$ cat config.mk
export PLATFORM = sky130hd
export DESIGN_NAME = strap_seq_top
export DESIGN_NICKNAME = d
export VERILOG_FILES = /design/src/rtl/strap_seq_pkg.sv /design/src/rtl/por_timer.sv /design/src/rtl/strap_capture.sv /design/src/rtl/sel_mux.sv /design/src/rtl/pin_drive.sv /design/src/rtl/strap_seq_top.sv
export SDC_FILE = /design/constraint.sdc
export NUM_CORES = 1
export LEC_CHECK = 0
export BUFFER_PORTS_ARGS = -buffer_cell sky130_fd_sc_hd__buf_4
export CORE_AREA = 2 2 54 56
export DETAILED_ROUTE_END_ITERATION = 16
export DIE_AREA = 0 0 56 58
export GPL_ROUTABILITY_DRIVEN = 0
export GPL_TIMING_DRIVEN = 1
export PLACE_DENSITY = 0.79
export SKIP_LAST_GASP = 1
export SLEW_MARGIN = 20
export SYNTH_ARGS = -nofsm -noshare
export SYNTH_HDL_FRONTEND = slang
export SYNTH_SLANG_ARGS = --single-unit
$ cat constraint.sdc
create_clock -name clk_i -period 2.8 [get_ports clk_i]
set_input_delay 0.56 -clock clk_i [delete_from_list [all_inputs] [get_ports clk_i]]
set_output_delay 0.56 -clock clk_i [all_outputs]
set_load 0.1 [all_outputs]
$ cat src/rtl/strap_seq_pkg.sv
package strap_seq_pkg;

  typedef enum logic [1:0] {
    SEQ_WAIT  = 2'd0,
    SEQ_HELD  = 2'd1,
    SEQ_DRIVE = 2'd2
  } seq_state_e;

  localparam logic [3:0] RESERVED_CODE = 4'b1110;

  function automatic logic code_is_reserved(input logic [3:0] low_bits);
    return low_bits == RESERVED_CODE;
  endfunction

endpackage

$ cat src/rtl/por_timer.sv
module por_timer #(
  parameter int POR_CYCLES = 28636
) (
  input  logic clk_i,
  input  logic rst_n_i,
  input  logic run_i,
  output logic expire_o
);
  localparam int CW = (POR_CYCLES > 1) ? $clog2(POR_CYCLES) : 1;
  localparam logic [CW-1:0] LAST = CW'(POR_CYCLES - 1);

  logic [CW-1:0] cnt_q, cnt_d;
  logic          cnt_en;

  assign cnt_en   = run_i;
  assign expire_o = run_i && (cnt_q == LAST);

  always_comb begin
    cnt_d = cnt_q;
    if (cnt_en) begin
      if (cnt_q == LAST) cnt_d = '0;
      else               cnt_d = cnt_q + 1'b1;
    end
  end

  always_ff @(posedge clk_i or negedge rst_n_i) begin
    if (!rst_n_i) cnt_q <= '0;
    else if (cnt_en) cnt_q <= cnt_d;
  end

  // the count never passes the terminal value
  a_r2_cnt_bound: assert property (@(posedge clk_i) disable iff (!rst_n_i)
    cnt_q <= LAST);

endmodule

$ cat src/rtl/strap_capture.sv
module strap_capture #(
  parameter int NFS = 4
) (
  input  logic           clk_i,
  input  logic           rst_n_i,
  input  logic           capture_i,
  input  logic [NFS:0]   pin_di_i,
  output logic [NFS-1:0] fs_o,
  output logic           clk24_o,
  output logic           valid_o
);
  logic [NFS-1:0] fs_q, fs_d;
  logic           c24_q, c24_d;
  logic           valid_q, valid_d;
  logic           load_en;

  assign load_en = capture_i && !valid_q;

  always_comb begin
    fs_d    = fs_q;
    c24_d   = c24_q;
    valid_d = valid_q;
    if (load_en) begin
      fs_d    = pin_di_i[NFS-1:0];
      c24_d   = pin_di_i[NFS];
      valid_d = 1'b1;
    end
  end

  always_ff @(posedge clk_i or negedge rst_n_i) begin
    if (!rst_n_i) begin
      fs_q    <= '0;
      c24_q   <= 1'b0;
      valid_q <= 1'b0;
    end else if (load_en) begin
      fs_q    <= fs_d;
      c24_q   <= c24_d;
      valid_q <= valid_d;
    end
  end

  assign fs_o    = fs_q;
  assign clk24_o = c24_q;
  assign valid_o = valid_q;

  // captured values hold once valid
  a_r4_straps_frozen: assert property (@(posedge clk_i) disable iff (!rst_n_i)
    valid_q |=> ($stable(fs_q) && $stable(c24_q) && valid_q));

endmodule

$ cat src/rtl/sel_mux.sv
module sel_mux #(
  parameter int NFS = 4
) (
  input  logic           override_i,
  input  logic [NFS:0]   sel_reg_i,
  input  logic [NFS-1:0] fs_i,
  output logic [NFS:0]   freq_sel_o,
  output logic           spread_en_o,
  output logic           reserved_o
);
  import strap_seq_pkg::*;

  always_comb begin
    if (override_i) freq_sel_o = sel_reg_i;
    else            freq_sel_o = {1'b1, fs_i};
    spread_en_o = freq_sel_o[NFS];
    reserved_o  = code_is_reserved(freq_sel_o[3:0]);
  end

endmodule

$ cat src/rtl/pin_drive.sv
module pin_drive #(
  parameter int NPIN = 5
) (
  input  logic            clk_i,
  input  logic            rst_n_i,
  input  logic            drive_req_i,
  input  logic [NPIN-1:0] clk_src_i,
  input  logic [NPIN-1:0] pin_en_i,
  output logic [NPIN-1:0] oe_o,
  output logic [NPIN-1:0] do_o
);
  logic [NPIN-1:0] oe_q;

  for (genvar i = 0; i < NPIN; i++) begin : g_pin
    logic oe_d;
    assign oe_d = drive_req_i;
    always_ff @(posedge clk_i or negedge rst_n_i) begin
      if (!rst_n_i) oe_q[i] <= 1'b0;
      else          oe_q[i] <= oe_d;
    end
    assign do_o[i] = oe_q[i] & pin_en_i[i] & clk_src_i[i];
  end

  assign oe_o = oe_q;

  // undriven pins carry low data
  a_r5_low_when_off: assert property (@(posedge clk_i) disable iff (!rst_n_i)
    (oe_q == '0) |-> (do_o == '0));

endmodule

$ cat src/rtl/strap_seq_top.sv
module strap_seq_top #(
  parameter int POR_CYCLES = 28636,
  parameter int NFS        = 4
) (
  input  logic         clk_i,
  input  logic         rst_n_i,
  input  logic [4:0]   pin_di_i,
  input  logic [4:0]   clk_src_i,
  input  logic [4:0]   pin_en_i,
  input  logic         override_i,
  input  logic [4:0]   sel_reg_i,
  output logic [4:0]   pin_oe_o,
  output logic [4:0]   pin_do_o,
  output logic         straps_valid_o,
  output logic [3:0]   fs_strap_o,
  output logic         clk24_sel_o,
  output logic [4:0]   freq_sel_o,
  output logic         spread_en_o,
  output logic         sel_reserved_o
);
  import strap_seq_pkg::*;
  localparam int NPIN = NFS + 1;

  // reset synchronizer: asserted at once, released after two edges
  logic [1:0] rsync_q;
  logic       rst_n;
  always_ff @(posedge clk_i or negedge rst_n_i) begin
    if (!rst_n_i) rsync_q <= 2'b00;
    else          rsync_q <= {rsync_q[0], 1'b1};
  end
  assign rst_n = rsync_q[1];

  seq_state_e state_q, state_d;
  logic       expire;

  always_comb begin
    state_d = state_q;
    case (state_q)
      SEQ_WAIT:  if (expire) state_d = SEQ_HELD;
      SEQ_HELD:  state_d = SEQ_DRIVE;
      SEQ_DRIVE: state_d = SEQ_DRIVE;
      default:   state_d = SEQ_WAIT;
    endcase
  end

  always_ff @(posedge clk_i or negedge rst_n) begin
    if (!rst_n) state_q <= SEQ_WAIT;
    else        state_q <= state_d;
  end

  por_timer #(.POR_CYCLES(POR_CYCLES)) u_timer (
    .clk_i    (clk_i),
    .rst_n_i  (rst_n),
    .run_i    (state_q == SEQ_WAIT),
    .expire_o (expire)
  );

  logic [NFS-1:0] fs_cap;
  logic           c24_cap;
  logic           valid;

  strap_capture #(.NFS(NFS)) u_cap (
    .clk_i     (clk_i),
    .rst_n_i   (rst_n),
    .capture_i (expire),
    .pin_di_i  (pin_di_i),
    .fs_o      (fs_cap),
    .clk24_o   (c24_cap),
    .valid_o   (valid)
  );

  sel_mux #(.NFS(NFS)) u_mux (
    .override_i  (override_i),
    .sel_reg_i   (sel_reg_i),
    .fs_i        (fs_cap),
    .freq_sel_o  (freq_sel_o),
    .spread_en_o (spread_en_o),
    .reserved_o  (sel_reserved_o)
  );

  pin_drive #(.NPIN(NPIN)) u_drv (
    .clk_i       (clk_i),
    .rst_n_i     (rst_n),
    .drive_req_i (state_q != SEQ_WAIT),
    .clk_src_i   (clk_src_i),
    .pin_en_i    (pin_en_i),
    .oe_o        (pin_oe_o),
    .do_o        (pin_do_o)
  );

  assign straps_valid_o = valid;
  assign fs_strap_o     = fs_cap;
  assign clk24_sel_o    = c24_cap;

  // no driver enabled before capture
  a_r1_quiet_before_capture: assert property (@(posedge clk_i) disable iff (!rst_n)
    !valid |-> (pin_oe_o == '0));
  // drivers turn on one edge after capture
  a_r3_drive_after_capture: assert property (@(posedge clk_i) disable iff (!rst_n)
    $rose(valid) |=> (pin_oe_o == '1));
  a_r3_no_drive_at_capture: assert property (@(posedge clk_i) disable iff (!rst_n)
    $rose(valid) |-> (pin_oe_o == '0));
  // strap mode always modulates
  a_r7_strap_spread: assert property (@(posedge clk_i) disable iff (!rst_n)
    (valid && !override_i) |-> (spread_en_o && freq_sel_o[3:0] == fs_strap_o));

endmodule

# Word-level counts from Yosys, hierarchy flattened
# Cells that the tools add are included.
[word_totals]
reg_bits = 26
latchBits = 0
ramBits = 0
rom_bits = 0
input_bits = 23
elab_cells = 33
mem_count = 0
[op_classes]
add_sub_neg = 1
n_mul = 0
div_mod_pow = 0
order_cmp = 0
eq_ne = 5
shifts = 0
muxes = 4
bitwise = 10
n_reduce_logical = 6
[ops]
columns = ["cell", "n"]
rows = [
  ["15-bit by 1-bit adder with 15-bit output, second input constant", 1],
  ["15-bit equality test, second input constant", 1],
  ["15-bit two-way mux", 1],
  ["1-bit AND", 10],
  ["5-bit two-way mux", 1],
  ["4-bit equality test, second input constant", 1],
  ["2-bit case mux with 2 select lines", 1],
  ["2-bit by 1-bit equality test with 1-bit output, second input constant", 1],
  ["2-bit equality test, second input constant", 1],
  ["1-bit logical AND", 2],
  ["2-bit logical NOT", 1],
  ["2-bit two-way mux", 1],
  ["2-bit by 1-bit != test with 1-bit output, second input constant", 1],
  ["2-bit nonzero test", 1],
  ["2-bit OR reduction", 1],
  ["1-bit logical NOT", 1],
]

# Longest topological paths before layout
# Gate-level depths: netlist (run 1).
[depth]
depth_word = 4
mapped_depth = 6
mapped_depth_nobuf = 6

# Cells and area by module
# A second synthesis (run 1) with hierarchy kept.
[hier_totals]
hier_cells = 123
area_unflattened_um2 = 1395.1
[modules_own_cells]
columns = ["mod", "n_inst", "cells_per_inst", "area_per_inst_um2"]
rows = [
  ["por_timer", 1, 80, 824.5],
  ["strap_capture", 1, 13, 226.5],
  ["strap_seq_top", 1, 13, 183.9],
  ["pin_drive", 1, 10, 86.3],
  ["sel_mux", 1, 7, 73.8],
]

# Least setup slack after synthesis (run 1)
# Ideal clock, no wire load.
[synth_timing]
kind = "register -> output"
startpoint = "reg u_cap.fs_q[3], in the netlist u_cap.fs_o[3]"
endpoint = "out sel_reserved_o"
arrival_ns = 2.506
t_required_ns = 2.240
setup_slack_ns = -0.266
stages_incl_launch_ff = 3
path_cell_list = "dfrtp_1 -> mux2_2 -> and4b_1"
[synth_via]
elab_chain_cells = 2
[synth_lines]
columns = ["element", "line_no", "rtl"]
rows = [
  ["start: declaration", "strap_capture.sv:12", "logic [NFS-1:0] fs_q, fs_d;"],
  ["start signal: assignment", "strap_capture.sv:36", "fs_q <= fs_d;"],
  ["5-bit two-way mux", "sel_mux.sv:14", "if (override_i) freq_sel_o = sel_reg_i;"],
  ["via freq_sel_o[3]", "strap_seq_top.sv:17", "output logic [4:0] freq_sel_o,"],
  ["4-bit equality test", "strap_seq_pkg.sv:12", "return low_bits == RESERVED_CODE;"],
  ["end: declaration", "strap_seq_top.sv:19", "output logic sel_reserved_o"],
]
# The timed path passes the listed nets, and every way through them passes these cells.

# Worst setup path after layout (run 1)
[layout_timing]
startpoint = "in override_i"
endpoint = "out sel_reserved_o"
[layout_via]
elab_chain_cells = 2
[layout_lines]
columns = ["element", "line_no", "rtl"]
rows = [
  ["start: declaration", "strap_seq_top.sv:10", "input logic override_i,"],
  ["5-bit two-way mux", "sel_mux.sv:14", ""],
  ["4-bit equality test", "strap_seq_pkg.sv:12", ""],
]
# Every way passes these cells.

==> summary.md, run 1 <==
| Metric | Value |
|---|---|
| Maximum vdd drop | roughly 0.34 mV |
| Number of buffers and inverters on the critical path | 2 |
| Number of synthesis warnings | 0 |
| Worst slew margin relative to its limit | 39.5% |
| Number of placed cells counting well taps | 188 |
| Combined area of all synthesized cells | 1300 µm² |
| Hold Vio Cnt, Final | 0 |
| Sequential cell area | about 650 µm² |
| Skew-Pair Late Insertion Delay | 0.32 ns |
| Horiz. Die Dim | 56 µm |
| RR Startpoint | u_timer.cnt_q[2]$_DFFE_PN0N_ |
| Asr flop ratio synth | 100% |
| Power Dens Cells | ~420 nW/µm² |
| Number of synthesized flops with an enable pin | 0 |
| Cell repeated most along the worst path | sky130_fd_sc_hd__buf_4 |
| Design area | 1710 µm² |
| Seq/Total Area, Yosys | 50.0% |
| Required time worst endpoint | 2.24 ns |
| Number of distinct library cells after synthesis | 29 |
| H-tree depth | 1 |
| Net count after synthesis | 144 |
| Maximum clock skew at final layout | 0.00991 ns |
| CTS Root Buffer Type | sky130_fd_sc_hd__clkbuf_4 |
| Most frequently used flop master after synthesis | sky130_fd_sc_hd__dfrtp_1 |
| TritonCTS clock tree | done |
| Finished Layout Cells | 193 |
| Mean area per synthesized cell | around 11 µm² |
| Final number of max-transition violations | 0 |
| Master of the slowest instance on the critical path | sky130_fd_sc_hd__mux2_2 |
| Total via count in the routed design | 1,036 |
| Routed via count divided by cell count | approximately 5.4 |
| Pin slew with the least headroom to its limit | approximately 0.91 ns |
| Initial antenna violation count | 0 |
| Summed negative setup slack over all endpoints | 0 ns |
| Hold/Removal Path Class | reg -> reg |
| Number of max-cap violations | 0 |
| Proportion of netlist area held by the largest area contributor | 50.0% |
| Drt wl/cell | 13.4 µm |
| Number of DRC violations after detailed routing | 0 |
| Row Count | 19 |
| Count of fill cells added during filler insertion | 218 |
| Total clock sinks | 26 |
| Effective utilization at floorplan | 48.9% |
| DRC marker count from the first detailed-route iteration | 22 |
| Cells on Worst Hold Path | 0 |
| Overall Global Routing Usage | 18.0% |
| Worst-path cell chain | buf_4 > mux2_2 > and4b_2 > buf_4 |
| Hold WS | 0.378 ns |
| Crit Path Class | in -> out |
| Antenna fix cells | 0 |
| Core utilization of the finished layout | 64.1% |
| Number of nets in the layout | 189 |
| Largest buffer count on any clock path | 2 |
| Fraction of layout cells with a size suffix above 1 | 42.6% |
| Minimum setup slack among reg-to-reg paths | 0.88 ns |
| Area contributors post-synth | sky130_fd_sc_hd__dfrtp_1 (50%), sky130_fd_sc_hd__mux2_2 (9.5%), sky130_fd_sc_hd__xnor2_1 (4.7%), sky130_fd_sc_hd__nor2_1 (3.5%), sky130_fd_sc_hd__xor2_1 (3.4%) |
| Final worst path period share | around 76% |
| GRT Residual Overflow | 0 |
| Die Y | 58 µm |
| Critical path's top delay family | buffers and inverters |
| Wire length after detailed routing | 2580 µm |
| Worst R2R Path Depth | 4 |
| Maximum number of pins on one net before global-route repair | 25 |
| Power after layout | about 0.71 mW |
| Flip-flop and latch count after synthesis | 26 |
| Cells after synthesis | 118 |
| Critical path fanouts, max | 5 |
| Number of buffers added by the clock tree synthesis step | 3 |
| Number of nets with antenna violations after routing | 0 |
| Area inside the core boundary | 2660 µm² |
| Achievable frequency | between 400 and 500 MHz |
| Run status | completed |
| Critical path's largest stage delay | approximately 0.34 ns |
| Leading post-synthesis cells by instance count | sky130_fd_sc_hd__dfrtp_1 (26), sky130_fd_sc_hd__nor2_1 (12), sky130_fd_sc_hd__mux2_2 (11) |
| Data arrival at the endpoint of the critical path | 1.56 ns |
| Critical Path Source | override_i |
| Critical register-to-register path endpoint | u_cap.fs_o[1]$_DFFE_PN0P_ |
| Area used by multi-input combinational logic | 583 µm² |
| Cell Area, Placed | 1640 µm² |
| Setup slack after placement | 0.678 ns |
| Worst hold path startpoint | rsync_q[0]$_DFF_PN0_ |
| Nature of the critical path startpoint | primary input |
| Top-level I/O count | 46 |
| Worst setup margin | about 0.7 ns |
| Cell accounting for the most synthesized area | sky130_fd_sc_hd__dfrtp_1 |
| Die footprint | approximately 3200 µm² |
| Port Buf Inserts | 45 |
| Leakage power total | 0.826 nW |
| Unrepaired setup endpoints after global routing | false |
| Estimated wirelength of the detail-placed design | 1950 µm |
| Gates resized, CTS repair | 0 |
| Clock-pin slew on the worst setup and hold paths | roughly 0.14 ns |
| Hold Path Sink | rsync_q[1]$_DFF_PN0_ |
| Number of failing setup endpoints in the final timing report | 0 |
| Worst setup EP type | primary output |
| Area growth syn-to-layout | 31.1% |
| Vias in the first global route | 1,081 |
| Wire length of the first global-routing pass | 4550 µm |
| Shortest period the worst path allows | 2.12 ns |
| Count of TritonRoute iterations in the first routing pass | 4 |
| Most frequent cell after synthesis | sky130_fd_sc_hd__dfrtp_1 |
layout make-up:
class                      instances  share of cell area (%)
sequential                        26                    38.3
inverter                           6                    1.32
timing repair buffer              47                    20.8
clock inverter                     1                    1.76
multi-input combinational         79                    34.2
clock buffer                       3                    1.32
tap                               31                    2.27
state kept, by name, summed over array words and instances (netlist names):
signal,count
u_timer.cnt_q,15
u_cap.fs_o,4
rsync_q,2
state_q,2
u_cap.clk24_o,1
u_cap.valid_o,1
u_drv.oe_o,1
routing by layer:
layer | vias to the layer above | share of wire, % | track usage [%]
li1 | 490 | - | -
met1 | 480 | 37 | 18.5
met2 | 60 | 50 | 34.1
met3 | 6 | 11 | 5.58
met4 | 0 | 1.8 | 6.80
met5 | - | 0 | 0
timing repair:
| action | 4_1_cts | 5_1_grt |
|---|---|---|
| hold buffers | 1 | 0 |
| buffers inserted | 0 | 0 |
| endpoints found under the hold margin | 2 | 0 |
logic make-up (layout without fill, tap and decap cells):
family          Yosys count  after routing  share of synthesized area (%)
simple gates             46             46                           21.0
flops                    26             26                           50.0
buf+inv                  13             57                           5.29
xor+xnor                 12             12                           8.08
mux                      12             12                           10.3
compound gates            5              5                           2.21
fa+ha+maj                 3              3                           2.88
other cells               1              1                          0.288
where the power goes:
group	internal (mW)	switching [mW]
Combinational	0.0294	0.0432
Sequential	0.377	0.00633
Clock	0.145	0.112
worst max-delay path by stage:
stage / to / slack (ns) / cells past startpoint
2_1_floorplan: sel_reserved_o / 0.005 / 2
3_3_place_gp: sel_reserved_o / 0.69 / 4
3_5_place_dp: sel_reserved_o / 0.68 / 4
4_1_cts: sel_reserved_o / 0.67 / 3
5_1_grt: sel_reserved_o / 0.62 / 3
6_report: sel_reserved_o / 0.68 / 4
worst reg2reg max path, cell delays in order (launching register included):
cell and delay (ns):
sky130_fd_sc_hd__dfrtp_1 0.48, sky130_fd_sc_hd__nor4b_2 0.35, sky130_fd_sc_hd__nand3_1 0.20, sky130_fd_sc_hd__nor4_4 0.40
sky130_fd_sc_hd__mux2_2 0.39
layout by cell type (no fill, tap or decap), types with 4 or more instances in the layout:
cell type and n:
sky130_fd_sc_hd__dfrtp_1 24, sky130_fd_sc_hd__xor2_1 5, sky130_fd_sc_hd__nor4_1 6, sky130_fd_sc_hd__and3_1 5, sky130_fd_sc_hd__nand4_1 5, sky130_fd_sc_hd__nand2_1 4, sky130_fd_sc_hd__nand3_1 4, sky130_fd_sc_hd__buf_4 46
sky130_fd_sc_hd__mux2_2 11, sky130_fd_sc_hd__nor2_1 12, sky130_fd_sc_hd__inv_1 6, sky130_fd_sc_hd__xnor2_1 7
(Power assumes the default switching activity.)
==> inputs of run 2 (changes only) <==
--- a/config.mk
+++ b/config.mk
@@ -6,12 +6,12 @@
 export NUM_CORES = 1
 export LEC_CHECK = 0
 export BUFFER_PORTS_ARGS = -buffer_cell sky130_fd_sc_hd__buf_4
-export CORE_AREA = 2 2 54 56
+export CORE_AREA = 2 2 58 60
 export DETAILED_ROUTE_END_ITERATION = 16
-export DIE_AREA = 0 0 56 58
+export DIE_AREA = 0 0 60 62
 export GPL_ROUTABILITY_DRIVEN = 0
 export GPL_TIMING_DRIVEN = 1
-export PLACE_DENSITY = 0.79
+export PLACE_DENSITY = 0.72
 export SKIP_LAST_GASP = 1
 export SLEW_MARGIN = 20
 export SYNTH_ARGS = -nofsm -noshare
==> constraint.sdc (replaced) <==
create_clock -name clk_i -period 1.9 [get_ports clk_i]
set_input_delay 0.38 -clock clk_i [delete_from_list [all_inputs] [get_ports clk_i]]
set_output_delay 0.38 -clock clk_i [all_outputs]
set_load 0.1 [all_outputs]
==> run 2 against run 1 <==
The run now ends with negative setup slack left. Combinational power is 68% higher. Flip-flop and latch count stayed put. Final cell count is 11% higher. Critical endpoint unchanged. Largest cell class unchanged.
==> summary.md, run 2 (synthesis gave the netlist of run 1 again) <==
| Metric | Value |
|---|---|
| Most common cell after layout, fill and taps aside | sky130_fd_sc_hd__buf_4 |
| Worst-path cell chain | mux2_4 > and4b_4 > buf_12 |
| Register with the most flip-flops | u_timer.cnt_q |
| Critical register-to-register path endpoint | u_cap.fs_o[1]$_DFFE_PN0P_ |
| Number of max-cap violations | 0 |
| Skew-Pair Late Insertion Delay | 0.32 ns |
| Maximum clock skew at final layout | 0.0128 ns |
| Master of the slowest instance on the critical path | sky130_fd_sc_hd__dfrtp_2 |
| Fraction of layout cells with a size suffix above 1 | a little over half |
| Run status | finished with violations |
| Worst setup margin | -0.00337 ns |
| Largest register FFs | 15 |
| Critical path's largest stage delay | 0.43 ns |
| Top-level I/O count | 46 |
| Minimum setup slack among reg-to-reg paths | 0.07 ns |
| Row Count | 21 |
| Maximum vdd drop | 0.249 mV |
| Hold WS | 0.226 ns |
| Wire length of the first global-routing pass | 4000 µm |
| Maximum number of pins on one net before global-route repair | 25 |
| Crit Path Class | reg -> out |
| Power after layout | ~1.1 mW |
| Overall Global Routing Usage | 14.2% |
| Number of failing setup endpoints in the final timing report | 1 |
| Final worst path period share | 100% |
| Number of DRC violations after detailed routing | 0 |
| Number of nets in the layout | 195 |
| Die Y | 62 µm |
| Data arrival at the endpoint of the critical path | ~1.5 ns |
| Drt wl/cell | 13.2 µm |
| Required time worst endpoint | between 1.5 and 2 ns |
| Power Dens Cells | 573 nW/µm² |
| Vias in the first global route | 950 |
| Core utilization of the finished layout | around 58% |
| DRC marker count from the first detailed-route iteration | 37 |
| Antenna fix cells | 0 |
| Effective utilization at floorplan | 40.9% |
| Total clock sinks | 26 |
| CTS Root Buffer Type | sky130_fd_sc_hd__clkbuf_4 |
| Achievable frequency | 525 MHz |
| Clock-pin slew on the worst setup and hold paths | ~0.15 ns |
| H-tree depth | 1 |
| Initial antenna violation count | 0 |
| Area growth syn-to-layout | 41.4% |
| Number of nets with antenna violations after routing | 0 |
| Worst R2R Path Depth | 5 |
| Routed via count divided by cell count | a little under 5 |
| Count of TritonRoute iterations in the first routing pass | 4 |
| Critical path's top delay family | flip-flops |
| Hold Vio Cnt, Final | 0 |
| Number of buffers added by the clock tree synthesis step | 3 |
| GRT Residual Overflow | 0 |
| Leakage power total | about 0.86 nW |
| Die footprint | 3720 µm² |
| Hold/Removal Path Class | reg -> async |
| Area inside the core boundary | roughly 3200 µm² |
| Nature of the critical path startpoint | flip-flop |
| Final number of max-transition violations | 0 |
| Critical path fanouts, max | 3 |
| Largest buffer count on any clock path | 2 |
| Port Buf Inserts | between 40 and 50 |
| Shortest period the worst path allows | about 1.9 ns |
| Estimated wirelength of the detail-placed design | roughly 2100 µm |
| TritonCTS clock tree | done |
| Worst setup EP type | primary output |
| Unrepaired setup endpoints after global routing | true |
| Wire length after detailed routing | about 2800 µm |
| Most frequent cells in the layout | sky130_fd_sc_hd__buf_4 (51), sky130_fd_sc_hd__dfrtp_1 (19), sky130_fd_sc_hd__nor2_1 (12) |
| Failing checks | negative setup slack |
| Horiz. Die Dim | about 60 µm |
| Total via count in the routed design | 1,054 |
| Number of buffers and inverters on the critical path | 1 |
| RR Startpoint | u_timer.cnt_q[5]$_DFFE_PN0N_ |
-- run 2: changes by cell type in the layout (fill, tap and decap cells not counted), sizes merged --
cell / before / now
buf: 46 / 52
-- run 2: where the power goes --
group | internal (mW) | switching (mW) | leakage, nW
Sequential | 0.555 | 0.000499 | 0.339
Clock | 0.213 | 0.163 | 0.0279
Combinational | 0.0484 | 0.0739 | 0.493
-- run 2: through the flow --
stage	TNS, ns	worst slack (ns)	area, µm²	cells
6_report	-0.00337	-0.00337	1840	214
5_1_grt	-0.115	-0.0552	1840	214
4_1_cts	-0.0232	-0.0232	1800	212
3_5_place_dp	0	0.0828	1720	207
3_3_place_gp	0	0.114	1720	207
2_1_floorplan	-0.163	-0.163	1340	118
-- run 2: final cells by class --
| cell class | count | area (µm²) |
|---|---|---|
| clock buffer | 3 | 22.5 |
| clock inverter | 1 | 30.0 |
| fill | 265 | 1340 |
| inverter | 6 | 22.5 |
| multi-input combinational | 79 | 636 |
| sequential | 26 | 659 |
| tap | 46 | 57.6 |
| timing repair buffer | 53 | 413 |
-- run 2: repair_timing --
action / in CTS / in global routing
setup endpoints to repair: 1 / 8
gates resized for setup: 3 / 6
cloned: 0 / 0
endpoints found under the hold margin: 2 / 0
pin swaps: 0 / 3
hold buffers: 1 / 0
buffers inserted: 0 / 2
-- run 2: per-layer routing --
layer	routed length, µm	GRT usage [%]	vias to the layer above	part of all wire (%)
met5	0	0	-	0
met4	47	6.03	0	1.7
met3	193	2.69	8	6.8
met2	1390	25.3	41	49
met1	1200	16.9	503	42
li1	-	-	502	-
-- run 2: worst register-to-register path, delay by kind of cell (launching register included) --
| kind | cells | cell delay (ns) |
|---|---|---|
| buffers and inverters | 1 | 0.18 |
| flip-flops | 1 | 0.48 |
| multiplexers | 1 | 0.33 |
| AND/OR/NAND/NOR | 3 | 0.74 |
-- run 2: how the worst max path moves through the flow --
stage                                            start                         to  slack (ns)  depth (start not counted)
after global placement                      override_i             sel_reserved_o        0.11                          4
after CTS                    u_cap.fs_o[0]$_DFFE_PN0P_             sel_reserved_o       -0.02                          3
after global routing         u_cap.fs_o[0]$_DFFE_PN0P_             sel_reserved_o       -0.06                          3
final                        u_cap.fs_o[0]$_DFFE_PN0P_             sel_reserved_o      -0.003                          3
after detailed placement  u_timer.cnt_q[2]$_DFFE_PN0N_  u_cap.fs_o[1]$_DFFE_PN0P_        0.08                          4
after floorplan              u_cap.fs_o[0]$_DFFE_PN0P_             sel_reserved_o       -0.16                          2
==> inputs of run 3 (changes only) <==
--- a/config.mk
+++ b/config.mk
@@ -5,7 +5,7 @@
 export SDC_FILE = /design/constraint.sdc
 export NUM_CORES = 1
 export LEC_CHECK = 0
-export BUFFER_PORTS_ARGS = -buffer_cell sky130_fd_sc_hd__buf_4
+export BUFFER_PORTS_ARGS = -buffer_cell sky130_fd_sc_hd__buf_2
 export CORE_AREA = 2 2 58 60
 export DETAILED_ROUTE_END_ITERATION = 16
 export DIE_AREA = 0 0 60 62
==> run 3 against run 2 <==
The flow now finishes without violations. Critical path type unchanged. Critical path depth unchanged. Largest power group unchanged. Utilization shrank 4.6 points. Count of clock-buffer cells in the layout unchanged. Clock skew increased by 0.011 ns. Total power shrank 1.2%.
==> summary.md, run 3 (synthesis gave the netlist of run 1 again) <==
| Metric | Value |
|---|---|
| H-tree depth | 1 |
| Register with the most flip-flops | u_timer.cnt_q |
| Required time worst endpoint | approximately 1.5 ns |
| Number of nets with antenna violations after routing | 0 |
| Overall Global Routing Usage | 14.2% |
| Die footprint | between 3000 and 4000 µm² |
| Largest buffer count on any clock path | 2 |
| Skew-Pair Late Insertion Delay | 0.33 ns |
| Estimated wirelength of the detail-placed design | 1880 µm |
| Number of nets in the layout | a little under 200 |
| Count of fill cells added during filler insertion | between 200 and 300 |
| Area inside the core boundary | ~3200 µm² |
| Area used by multi-input combinational logic | 609 µm² |
| Top-level I/O count | 46 |
| Met3 WL | 117 µm |
| Count of TritonRoute iterations in the first routing pass | 4 |
| Routed metal-1 wirelength | around 1100 µm |
| Maximum number of pins on one net before global-route repair | 25 |
| Nature of the critical path startpoint | flip-flop |
| Hold/Removal Path Class | reg -> async |
| Port Buf Inserts | 45 |
| Most common cell after layout, fill and taps aside | sky130_fd_sc_hd__buf_2 |
| Minimum setup slack among reg-to-reg paths | around 0.07 ns |
| Gates resized, CTS repair | 0 |
| Topmost layer with routed signal wires | met4 |
| Fraction of layout cells with a size suffix above 1 | between 40 and 50% |
| Power Dens Cells | 615 nW/µm² |
| Shortest period the worst path allows | 1.89 ns |
| Number of stages on the worst setup path | 3 |
| Leakage power total | 0.837 nW |
| Number of max-cap violations | 0 |
| Clock-pin slew on the worst setup and hold paths | around 0.16 ns |
| Critical register-to-register path endpoint | u_cap.fs_o[2]$_DFFE_PN0P_ |
| TritonCTS clock tree | done |
| Power after layout | 1.04 mW |
| DRC marker count from the first detailed-route iteration | 27 |
| Routed via count divided by cell count | ~4.8 |
| Largest register FFs | 15 |
| Critical Path Source | u_cap.fs_o[0]$_DFFE_PN0P_ |
| Antenna fix cells | 0 |
| Maximum clock skew at final layout | ~0.024 ns |
| Die Y | slightly above 60 µm |
| Critical path's top delay family | flip-flops |
| Summed negative setup slack over all endpoints | 0 ns |
| Area growth syn-to-layout | 30.2% |
| Worst-path cell chain | mux2_4 > and4b_4 > buf_12 |
| Number of DRC violations after detailed routing | 0 |
| Most frequent cells in the layout | sky130_fd_sc_hd__buf_2 (44), sky130_fd_sc_hd__dfrtp_1 (21), sky130_fd_sc_hd__nor2_1 (12) |
| Hold Vio Cnt, Final | 0 |
| Unrepaired setup endpoints after global routing | true |
| Worst R2R Path Depth | 5 |
| Wire length of the first global-routing pass | 3840 µm |
| Effective utilization at floorplan | slightly above 40% |
| Achievable frequency | 528 MHz |
| Number of failing setup endpoints in the final timing report | 0 |
| Routed met2 length | 1220 µm |
| Sequential cell area | 657 µm² |
| GRT Residual Overflow | 0 |
| Master of the slowest instance on the critical path | sky130_fd_sc_hd__dfrtp_2 |
| Horiz. Die Dim | roughly 60 µm |
| Critical path's largest stage delay | 0.43 ns |
| Total via count in the routed design | 1,013 |
| Run status | completed |
| Number of buffers added by the clock tree synthesis step | 3 |
| Data arrival at the endpoint of the critical path | 1.51 ns |
| Final number of max-transition violations | 0 |
| Hold WS | ~0.22 ns |
| Total clock sinks | 26 |
| Worst setup EP type | primary output |
| Drt wl/cell | about 12 µm |
| Initial antenna violation count | 0 |
| RR Startpoint | u_timer.cnt_q[12]$_DFFE_PN0N_ |
| CTS Root Buffer Type | sky130_fd_sc_hd__clkbuf_4 |
| Final worst path period share | 99.7% |
| Critical path fanouts, max | 3 |
| Maximum vdd drop | 0.351 mV |
| Number of buffers and inverters on the critical path | 1 |
| Crit Path Class | reg -> out |
| Row Count | 21 |
| Wire length after detailed routing | roughly 2500 µm |
| Vias in the first global route | 916 |
==> run 3: cell types whose count changed in the layout (fill, tap and decap cells not counted) <==
cell and change:
sky130_fd_sc_hd__nand3_1 +1, sky130_fd_sc_hd__nand3_2 -1, sky130_fd_sc_hd__nor4b_2 +1, sky130_fd_sc_hd__nor4b_4 -1, sky130_fd_sc_hd__buf_4 -45, sky130_fd_sc_hd__dfrtp_2 -2
sky130_fd_sc_hd__nor4_1 +2, sky130_fd_sc_hd__dfrtp_1 +2, sky130_fd_sc_hd__buf_2 +44, sky130_fd_sc_hd__nor4_2 -2
==> run 3: how the worst max path moves through the flow <==
stage / endpoint / slack, ns
2_1_floorplan: sel_reserved_o / -0.16
3_3_place_gp: u_cap.fs_o[3]$_DFFE_PN0P_ / 0.12
3_5_place_dp: u_cap.fs_o[1]$_DFFE_PN0P_ / 0.08
4_1_cts: sel_reserved_o / -0.01
5_1_grt: sel_reserved_o / -0.05
6_report: sel_reserved_o / 0.006
==> run 3: area by class of cell <==
type,instances,area share [%]
Multi-Input combinational cell,79,36.0
Tap cell,46,3.40
Inverter,6,1.33
Clock inverter,1,1.77
Clock buffer,3,1.33
Sequential cell,26,38.8
Timing Repair Buffer,52,17.4
==> run 3: metrics by stage <==
step / worst slack, ns / area [µm²] / util [%] / std cells
3_3_place_gp: 0.119 / 1610 / 50.6 / 205
6_report: 0.00614 / 1690 / 53.3 / 213
4_1_cts: -0.0129 / 1670 / 52.6 / 210
3_5_place_dp: 0.0769 / 1610 / 50.6 / 205
2_1_floorplan: -0.163 / 1340 / - / 118
5_1_grt: -0.0457 / 1690 / 53.3 / 213
==> run 3: repair_timing <==
| action | CTS | global route |
|---|---|---|
| setup buffers | 0 | 3 |
| pin swaps | 0 | 3 |
| endpoints found under the setup margin | 1 | 6 |
| hold buffers | 1 | 0 |
| hold endpoints to repair | 2 | 0 |
==> run 3: where the power goes <==
group	internal, mW	switching (mW)	total [mW]
Clock	0.214	0.168	0.381
Combinational	0.0319	0.0730	0.105
Sequential	0.555	0.000477	0.556
Total	0.801	0.241	1.04
==> run 3: worst register-to-register path, delay by kind of cell, from the launching register on <==
kind / cells / cell delay, ns
simple gates: 3 / 0.78
buf+inv: 1 / 0.18
flops: 1 / 0.44
mux: 1 / 0.33
==> run 3: per-layer routing <==
metal	GRT usage [%]	vias up
met2	24.4	32
li1	-	500
met3	2.48	4
met1	16.3	477
met5	0	-
met4	9.21	0
